## src/rtl/skid_ctrl_pkg.sv

```systemverilog
package skid_ctrl_pkg;

    typedef enum logic [1:0] {
        ST_RUN = 2'd0,
        ST_BLK = 2'd1,
        ST_UNB = 2'd2,
        ST_SQ  = 2'd3
    } stage_st_e;

    localparam int NUM_CTR = 3;

    // counter index -> the state whose residency it measures
    function automatic stage_st_e ctr_target(input int idx);
        stage_st_e r;
        case (idx)
            0:       r = ST_BLK;
            1:       r = ST_UNB;
            default: r = ST_SQ;
        endcase
        return r;
    endfunction

endpackage

```

## src/rtl/skid_fifo.sv

```systemverilog
module skid_fifo #(
    parameter int W     = 16,
    parameter int DEPTH = 4,
    localparam int PW   = (DEPTH > 1) ? $clog2(DEPTH) : 1,
    localparam int CW   = $clog2(DEPTH + 1)
) (
    input  logic          clk,
    input  logic          rst_n,
    input  logic          flush,
    input  logic          push,
    input  logic [W-1:0]  push_data,
    input  logic          pop,
    output logic [W-1:0]  head,
    output logic [CW-1:0] count,
    output logic          empty,
    output logic          last,
    output logic          ovf
);

    logic [W-1:0]  mem [DEPTH];
    logic [PW-1:0] rd_ptr, wr_ptr;
    logic          full, do_pop, do_push;

    assign full    = (count == CW'(DEPTH));
    assign empty   = (count == '0);
    assign last    = (count == CW'(1));
    assign do_pop  = pop && !empty;
    assign do_push = push && (!full || do_pop);
    assign ovf     = push && full && !do_pop;
    assign head    = mem[rd_ptr];

    function automatic logic [PW-1:0] bump(input logic [PW-1:0] p);
        return (p == PW'(DEPTH - 1)) ? '0 : p + PW'(1);
    endfunction

    always_ff @(posedge clk) begin
        if (!rst_n || flush) begin
            rd_ptr <= '0;
            wr_ptr <= '0;
            count  <= '0;
        end else begin
            if (do_pop)  rd_ptr <= bump(rd_ptr);
            if (do_push) wr_ptr <= bump(wr_ptr);
            if (do_push && !do_pop)      count <= count + CW'(1);
            else if (do_pop && !do_push) count <= count - CW'(1);
        end
    end

    always_ff @(posedge clk) begin
        if (do_push && !flush) mem[wr_ptr] <= push_data;
    end

endmodule

```

## src/rtl/stage_fsm.sv

```systemverilog
module stage_fsm
    import skid_ctrl_pkg::*;
(
    input  logic      clk,
    input  logic      rst_n,
    input  logic      in_valid,
    input  logic      hold,
    input  logic      sq_any,
    input  logic      skid_empty,
    input  logic      skid_last,
    output stage_st_e state,
    output logic      push,
    output logic      pop,
    output logic      flush,
    output logic      pass_live,
    output logic      up_stall
);

    stage_st_e state_q, state_d;

    // state register
    always_ff @(posedge clk) begin
        if (!rst_n) state_q <= ST_RUN;
        else        state_q <= state_d;
    end

    // transitions
    always_comb begin
        state_d = state_q;
        unique case (state_q)
            ST_RUN: begin
                if (sq_any)    state_d = ST_SQ;
                else if (hold) state_d = ST_BLK;
            end
            ST_BLK: begin
                if (sq_any)     state_d = ST_SQ;
                else if (!hold) state_d = ST_UNB;
            end
            ST_UNB: begin
                if (sq_any)    state_d = ST_SQ;
                else if (hold) state_d = ST_BLK;
                else if ((skid_empty || skid_last) && !in_valid)
                               state_d = ST_RUN;
            end
            ST_SQ: begin
                if (!sq_any) state_d = ST_RUN;
            end
            default: state_d = ST_RUN;
        endcase
    end

    // outputs
    always_comb begin
        push      = 1'b0;
        pop       = 1'b0;
        pass_live = 1'b0;
        up_stall  = 1'b0;
        flush     = sq_any && (state_q != ST_SQ);
        unique case (state_q)
            ST_RUN: begin
                pass_live = !sq_any && !hold;
                push      = !sq_any && hold && in_valid;
            end
            ST_BLK: begin
                up_stall = 1'b1;
                push     = !sq_any && in_valid;
            end
            ST_UNB: begin
                up_stall = 1'b1;
                push     = !sq_any && in_valid;
                pop      = !sq_any && !hold && !skid_empty;
            end
            ST_SQ: begin
                up_stall = 1'b0;
            end
            default: begin
                up_stall = 1'b0;
            end
        endcase
    end

    assign state = state_q;

endmodule

```

## src/rtl/sat_counter.sv

```systemverilog
module sat_counter #(
    parameter int W = 16
) (
    input  logic         clk,
    input  logic         rst_n,
    input  logic         en,
    output logic [W-1:0] count
);

    always_ff @(posedge clk) begin
        if (!rst_n)                 count <= '0;
        else if (en && ~&count)     count <= count + W'(1);
    end

endmodule

```

## src/rtl/stage_skid_ctrl.sv

```systemverilog
module stage_skid_ctrl
    import skid_ctrl_pkg::*;
#(
    parameter int BUNDLE_W   = 16,
    parameter int SKID_DEPTH = 4,
    parameter int CNT_W      = 16,
    localparam int SCW       = $clog2(SKID_DEPTH + 1)
) (
    input  logic                clk,
    input  logic                rst_n,
    input  logic                in_valid,
    input  logic [BUNDLE_W-1:0] in_bundle,
    input  logic                dn_stall,
    input  logic                cm_squash,
    input  logic                cm_rob_squash,
    input  logic                q_full,
    output logic                up_stall,
    output logic                out_valid,
    output logic [BUNDLE_W-1:0] out_bundle,
    output logic                out_from_skid,
    output logic [1:0]          state_o,
    output logic [SCW-1:0]      skid_count,
    output logic [CNT_W-1:0]    blk_cycles,
    output logic [CNT_W-1:0]    unb_cycles,
    output logic [CNT_W-1:0]    sq_cycles,
    output logic                overflow_err
);

    stage_st_e           state;
    logic                hold, sq_any;
    logic                push, pop, flush, pass_live;
    logic                skid_empty, skid_last, ovf;
    logic [BUNDLE_W-1:0] head;
    logic [CNT_W-1:0]    ctr_val [NUM_CTR];

    assign hold   = dn_stall || q_full;
    assign sq_any = cm_squash || cm_rob_squash;

    stage_fsm u_fsm (
        .clk        (clk),
        .rst_n      (rst_n),
        .in_valid   (in_valid),
        .hold       (hold),
        .sq_any     (sq_any),
        .skid_empty (skid_empty),
        .skid_last  (skid_last),
        .state      (state),
        .push       (push),
        .pop        (pop),
        .flush      (flush),
        .pass_live  (pass_live),
        .up_stall   (up_stall)
    );

    skid_fifo #(.W(BUNDLE_W), .DEPTH(SKID_DEPTH)) u_skid (
        .clk       (clk),
        .rst_n     (rst_n),
        .flush     (flush),
        .push      (push),
        .push_data (in_bundle),
        .pop       (pop),
        .head      (head),
        .count     (skid_count),
        .empty     (skid_empty),
        .last      (skid_last),
        .ovf       (ovf)
    );

    for (genvar g = 0; g < NUM_CTR; g++) begin : g_ctr
        sat_counter #(.W(CNT_W)) u_cnt (
            .clk   (clk),
            .rst_n (rst_n),
            .en    (state == ctr_target(g)),
            .count (ctr_val[g])
        );
    end

    assign blk_cycles = ctr_val[0];
    assign unb_cycles = ctr_val[1];
    assign sq_cycles  = ctr_val[2];

    always_ff @(posedge clk) begin
        if (!rst_n)   overflow_err <= 1'b0;
        else if (ovf) overflow_err <= 1'b1;
    end

    always_comb begin
        out_valid     = 1'b0;
        out_bundle    = '0;
        out_from_skid = pop;
        if (pass_live) begin
            out_valid  = in_valid;
            out_bundle = in_bundle;
        end else if (pop) begin
            out_valid  = 1'b1;
            out_bundle = head;
        end
    end

    assign state_o = state;

endmodule

```

## config.mk

```make
export PLATFORM = sky130hd
export DESIGN_NAME = stage_skid_ctrl
export DESIGN_NICKNAME = d
export VERILOG_FILES = /design/src/rtl/skid_ctrl_pkg.sv /design/src/rtl/skid_fifo.sv /design/src/rtl/stage_fsm.sv /design/src/rtl/sat_counter.sv /design/src/rtl/stage_skid_ctrl.sv
export SDC_FILE = /design/constraint.sdc
export NUM_CORES = 1
export LEC_CHECK = 0
export CAP_MARGIN = 30
export CORE_MARGIN = 2
export CORE_UTILIZATION = 53
export CTS_BUF_LIST = sky130_fd_sc_hd__clkbuf_4 sky130_fd_sc_hd__clkbuf_8 sky130_fd_sc_hd__clkbuf_16
export DETAILED_ROUTE_END_ITERATION = 8
export HOLD_SLACK_MARGIN = 0.12
export PLACE_DENSITY_LB_ADDON = 0.3
export SLEW_MARGIN = 20
export SYNTH_ARGS = -nofsm -noshare
export SYNTH_HDL_FRONTEND = slang
export SYNTH_SLANG_ARGS = --single-unit
```

## constraint.sdc

```tcl
create_clock -name clk -period 2.8 [get_ports clk]
set_clock_uncertainty 0.05 [all_clocks]
set_input_delay 0.56 -clock clk [delete_from_list [all_inputs] [get_ports clk]]
set_output_delay 0.56 -clock clk [all_outputs]
set_load 0.1 [all_outputs]
```

==> results.py, run 1 <==
metrics = {
    "outcome": {
        "outcome": "finished, final reports clean",
    },
    "cts": {
        "numCtsBuffers": 17,
        "clk_pin_slew_ns": 0.05,
        "cts_root_buffer": "clkbuf_8",
        "hold_buffers": 0,
        "cts_sinks": 124,
        "cts.htree.levels": 4,
        "clk_latency_ns": 0.50,
        "clk_path_buf_depth": 2,
        "cts_tree": "built",
    },
    "power": {
        "finalPower_w": 0.00477,
        "power_leakage_nw": 2.90,
        "pwr_density_cell_nw_per_um2": 617,
        "ir_drop_v": 0.000479,
    },
    "grt": {
        "grt-ovfl-total": 0,
        "grt_max_degree": 33,
        "grt_pass1_wl_um": 19200,
        "antenna_found_initial": 0,
        "grtUsageTotal_pct": 21.6,
        "grt_pass1_vias": 4023,
    },
    "layout": {
        "nFillCells": 669,
        "antenna_cells": 0,
        "drive_above_1_share_pct": 30.4,
        "fin_nets": 627,
        "areaGrowthSynthToFinish_pct": 38.8,
    },
    "hold_path": {
        "hold_end": "overflow_err",
        "hp-class": "reg2reg",
        "hold_start": "overflow_err",
        "holdPathStages": 2,
    },
    "worst_setup_path": {
        "start_kind": "flop",
        "crit_family": "simple AND/OR/NAND/NOR gates",
        "critical_path.max_fanout": 8,
        "reg2reg_slack_ns": 0.63,
        "crit_arrival_ns": 2.10,
        "slowest_delay_ns": 0.36,
        "crit_cells": 8,
        "cp.required_ns": 2.19,
        "r2r_start": "u_fsm.state[0]",
        "ff2ff_path_depth": 8,
        "crit_slowest_cell": "dfxtp_4",
        "criticalPathCategory": "reg2out",
        "r2r-end": "g_ctr[1].u_cnt.count[9]",
        "crit_chain": "inv_1 > ha_2 > nand2b_1 > nand3_2 > nor2_4 > clkbuf_16 > a22o_4 > buf_12",
        "crit_path_end_kind": "output port",
        "worst-path-buf-inv": 3,
    },
    "sta": {
        "setup-violations-final": 0,
        "period_needed_ns": 2.71,
        "max_slew_margin_pct": 61.0,
        "setup_slack_ns": 0.0901,
        "worst_pin_slew_ns": 0.571,
        "hold_viol": 0,
        "period_share_pct": 96.8,
        "fmax_ghz": 0.369,
        "drv_slew": 0,
    },
    "floorplanning": {
        "dieWidth_um": 106,
        "pin_count": 96,
        "die_h_um": 106,
        "die-area_um2": 11300,
        "core_um2": 10300,
        "start_util_pct": 54.2,
        "row_count": 37,
    },
    "synthesis": {
        "synth_top_area_share_pct": 34.5,
        "synth_nets": 503,
        "yosys.area.top_type": "edfxtp_1",
        "ys_async_sr_fraction_pct": 0,
        "seq_area_frac_synth_pct": 56.1,
        "ys_seq_elements": 124,
        "synth-simple-area-share_pct": 17.1,
        "syn_area_per_cell_um2": 12.0,
        "synth-compound-area-share_pct": 8.81,
        "ys_types": 59,
        "synth.area.top_cells": "edfxtp_1, dfxtp_1, mux4_2",
        "muxShareOfSynthArea_pct": 7.19,
        "synth_warnings": 0,
        "synthFlopType": "edfxtp_1",
        "yosys.area_share.adder_pct": 3.37,
        "synthXorXnorAreaFrac_pct": 5.51,
        "netlist_area_um2": 5570,
        "syn_inst": 465,
        "synth_edf_count": 64,
        "synth_top_family_by_area": "simple AND/OR/NAND/NOR gates",
    },
    "detailed_routing": {
        "viasPerCell": 5.62,
        "route.detailed.drc": 0,
        "post_drt_wl_per_cell_um": 16.5,
        "drt_iter0_drc": 200,
        "ant_nets": 0,
        "dr_total_vias": 4149,
        "dr.pass1.iters": 5,
        "routed_wl_um": 12200,
    },
    "placed_design": {
        "place_ws_ns": -0.0406,
        "dp_hpwl_um": 8160,
        "gp_congestion": 0.846,
        "port_buffers": 95,
    },
    "job": {
        "cap_violations": 0,
    },
}
-- cells in the mapped netlist, drive strengths merged (3+ instances only) --
cell type and count:
buf 5, nor2 56, edfxtp 64, clkbuf 10, a22o 16, xor2 20
a21oi 14, nor3 9, mux4 16, nand2 24, and2 8, nor4b 3
ha 15, o21ai 9, nand4 16, nand2b 4, a21o 4, nor4 4
inv 11, nand3 26, a211oi 5, and3 11, xnor2 15, and4 3
dfxtp 60, mux2i 4
-- area by class of cell --
cell class                 instances  area, um2  share of cell area (%)
sequential                       124       3140                    40.6
tap                              136        170                    2.20
clock buffer                      20        437                    5.65
clock inverter                    12        148                    1.91
multi-input combinational        314       2470                    32.0
inverter                          12       45.0                   0.583
timing repair buffer             120       1320                    17.0
-- cells in the final DEF (no fill, tap or decap), types with 12 or more instances in the layout --
cell type        instances
buf_4                   70
clkdlybuf4s50_1         18
xor2_1                  20
ha_1                    12
buf_12                  25
nand3_1                 25
a21oi_1                 14
clkbuf_16               18
nand4_1                 15
xnor2_1                 15
nand2_1                 24
edfxtp_1                64
dfxtp_1                 55
nor2_1                  55
mux4_2                  16
-- metal layers --
layer	up-vias	part of all wire (%)	wire length (um)	track usage, %
li1	1996	-	-	-
met1	2017	42	5070	26.5
met2	128	52	6290	37.5
met3	8	6.0	735	5.64
met4	0	0.66	80	6.59
met5	-	0	0	0
-- tightest hold or removal path, stage by stage (launching register included) --
cell and delay, ns:
dfxtp_1 0.33, nor2_1 0.05, nor2_1 0.07
-- cells by family after synthesis --
group,count (synthesis)
xor+xnor,35
mux,20
compound gates,68
simple gates,176
flops,124
buf+inv,27
fa+ha+maj,15
-- worst max-delay path by stage --
stage	startpoint	to	slack, ns
finish	u_skid.count[0]	out_bundle[10]	0.09
floorplan	u_fsm.state[0]	out_bundle[0]	-0.13
global route	u_skid.count[0]	out_bundle[10]	-0.003
CTS	dn_stall	out_bundle[4]	-0.002
global placement	cm_rob_squash	out_bundle[1]	0.02
detailed placement	cm_rob_squash	out_bundle[1]	-0.04
-- power breakdown --
| group | leakage, nW | internal [W] | total (W) | switching (W) |
|---|---|---|---|---|
| Combinational | 1.55 | 0.000206 | 0.000650 | 0.000444 |
| Clock | 0.279 | 0.00138 | 0.00213 | 0.000755 |
| Sequential | 1.06 | 0.00195 | 0.00199 | 0.0000415 |
-- flip-flops by register name, summed over array words and instances, names as in the netlist, named ones only --
| name | cells |
|---|---|
| u_skid.wr_ptr | 2 |
| overflow_err | 1 |
| u_skid.count | 3 |
| u_skid.mem | 64 |
| u_skid.rd_ptr | 2 |
| u_fsm.state | 2 |
| g_ctr.u_cnt.count | 48 |
-- per-stage QoR --
| stage | TNS, ns | hold slack [ns] | util (%) | std cells | area [um2] |
|---|---|---|---|---|---|
| final | 0 | 0.427 | 75.2 | 738 | 7730 |
| after global routing | -0.00336 | 0.470 | 75.2 | 738 | 7730 |
| after CTS | -0.00228 | 0.429 | 74.2 | 736 | 7620 |
| after detailed placement | -0.192 | 0.417 | 68.2 | 703 | 7010 |
| after global placement | 0 | 0.406 | 68.2 | 703 | 7010 |
| after floorplan | -1.09 | 0.404 | - | 465 | 5660 |
-- repair_timing --
action,CTS,global route
setup buffers,1,0
gates resized for setup,3,12
endpoints found under the setup margin,9,17
gates cloned,0,2
pin swaps,1,3
Note: power is estimated with default switching activity, not from simulation.
==> run 2: changes to the inputs <==
--- a/config.mk
+++ b/config.mk
@@ -9,6 +9,7 @@
 export CORE_MARGIN = 2
 export CORE_UTILIZATION = 53
 export CTS_BUF_LIST = sky130_fd_sc_hd__clkbuf_4 sky130_fd_sc_hd__clkbuf_8 sky130_fd_sc_hd__clkbuf_16
+export CTS_CLUSTER_DIAMETER = 120
 export DETAILED_ROUTE_END_ITERATION = 8
 export HOLD_SLACK_MARGIN = 0.12
 export PLACE_DENSITY_LB_ADDON = 0.3
==> results of run 2 <==
No change in the layout: final DEF, timing and power equal those of run 1.
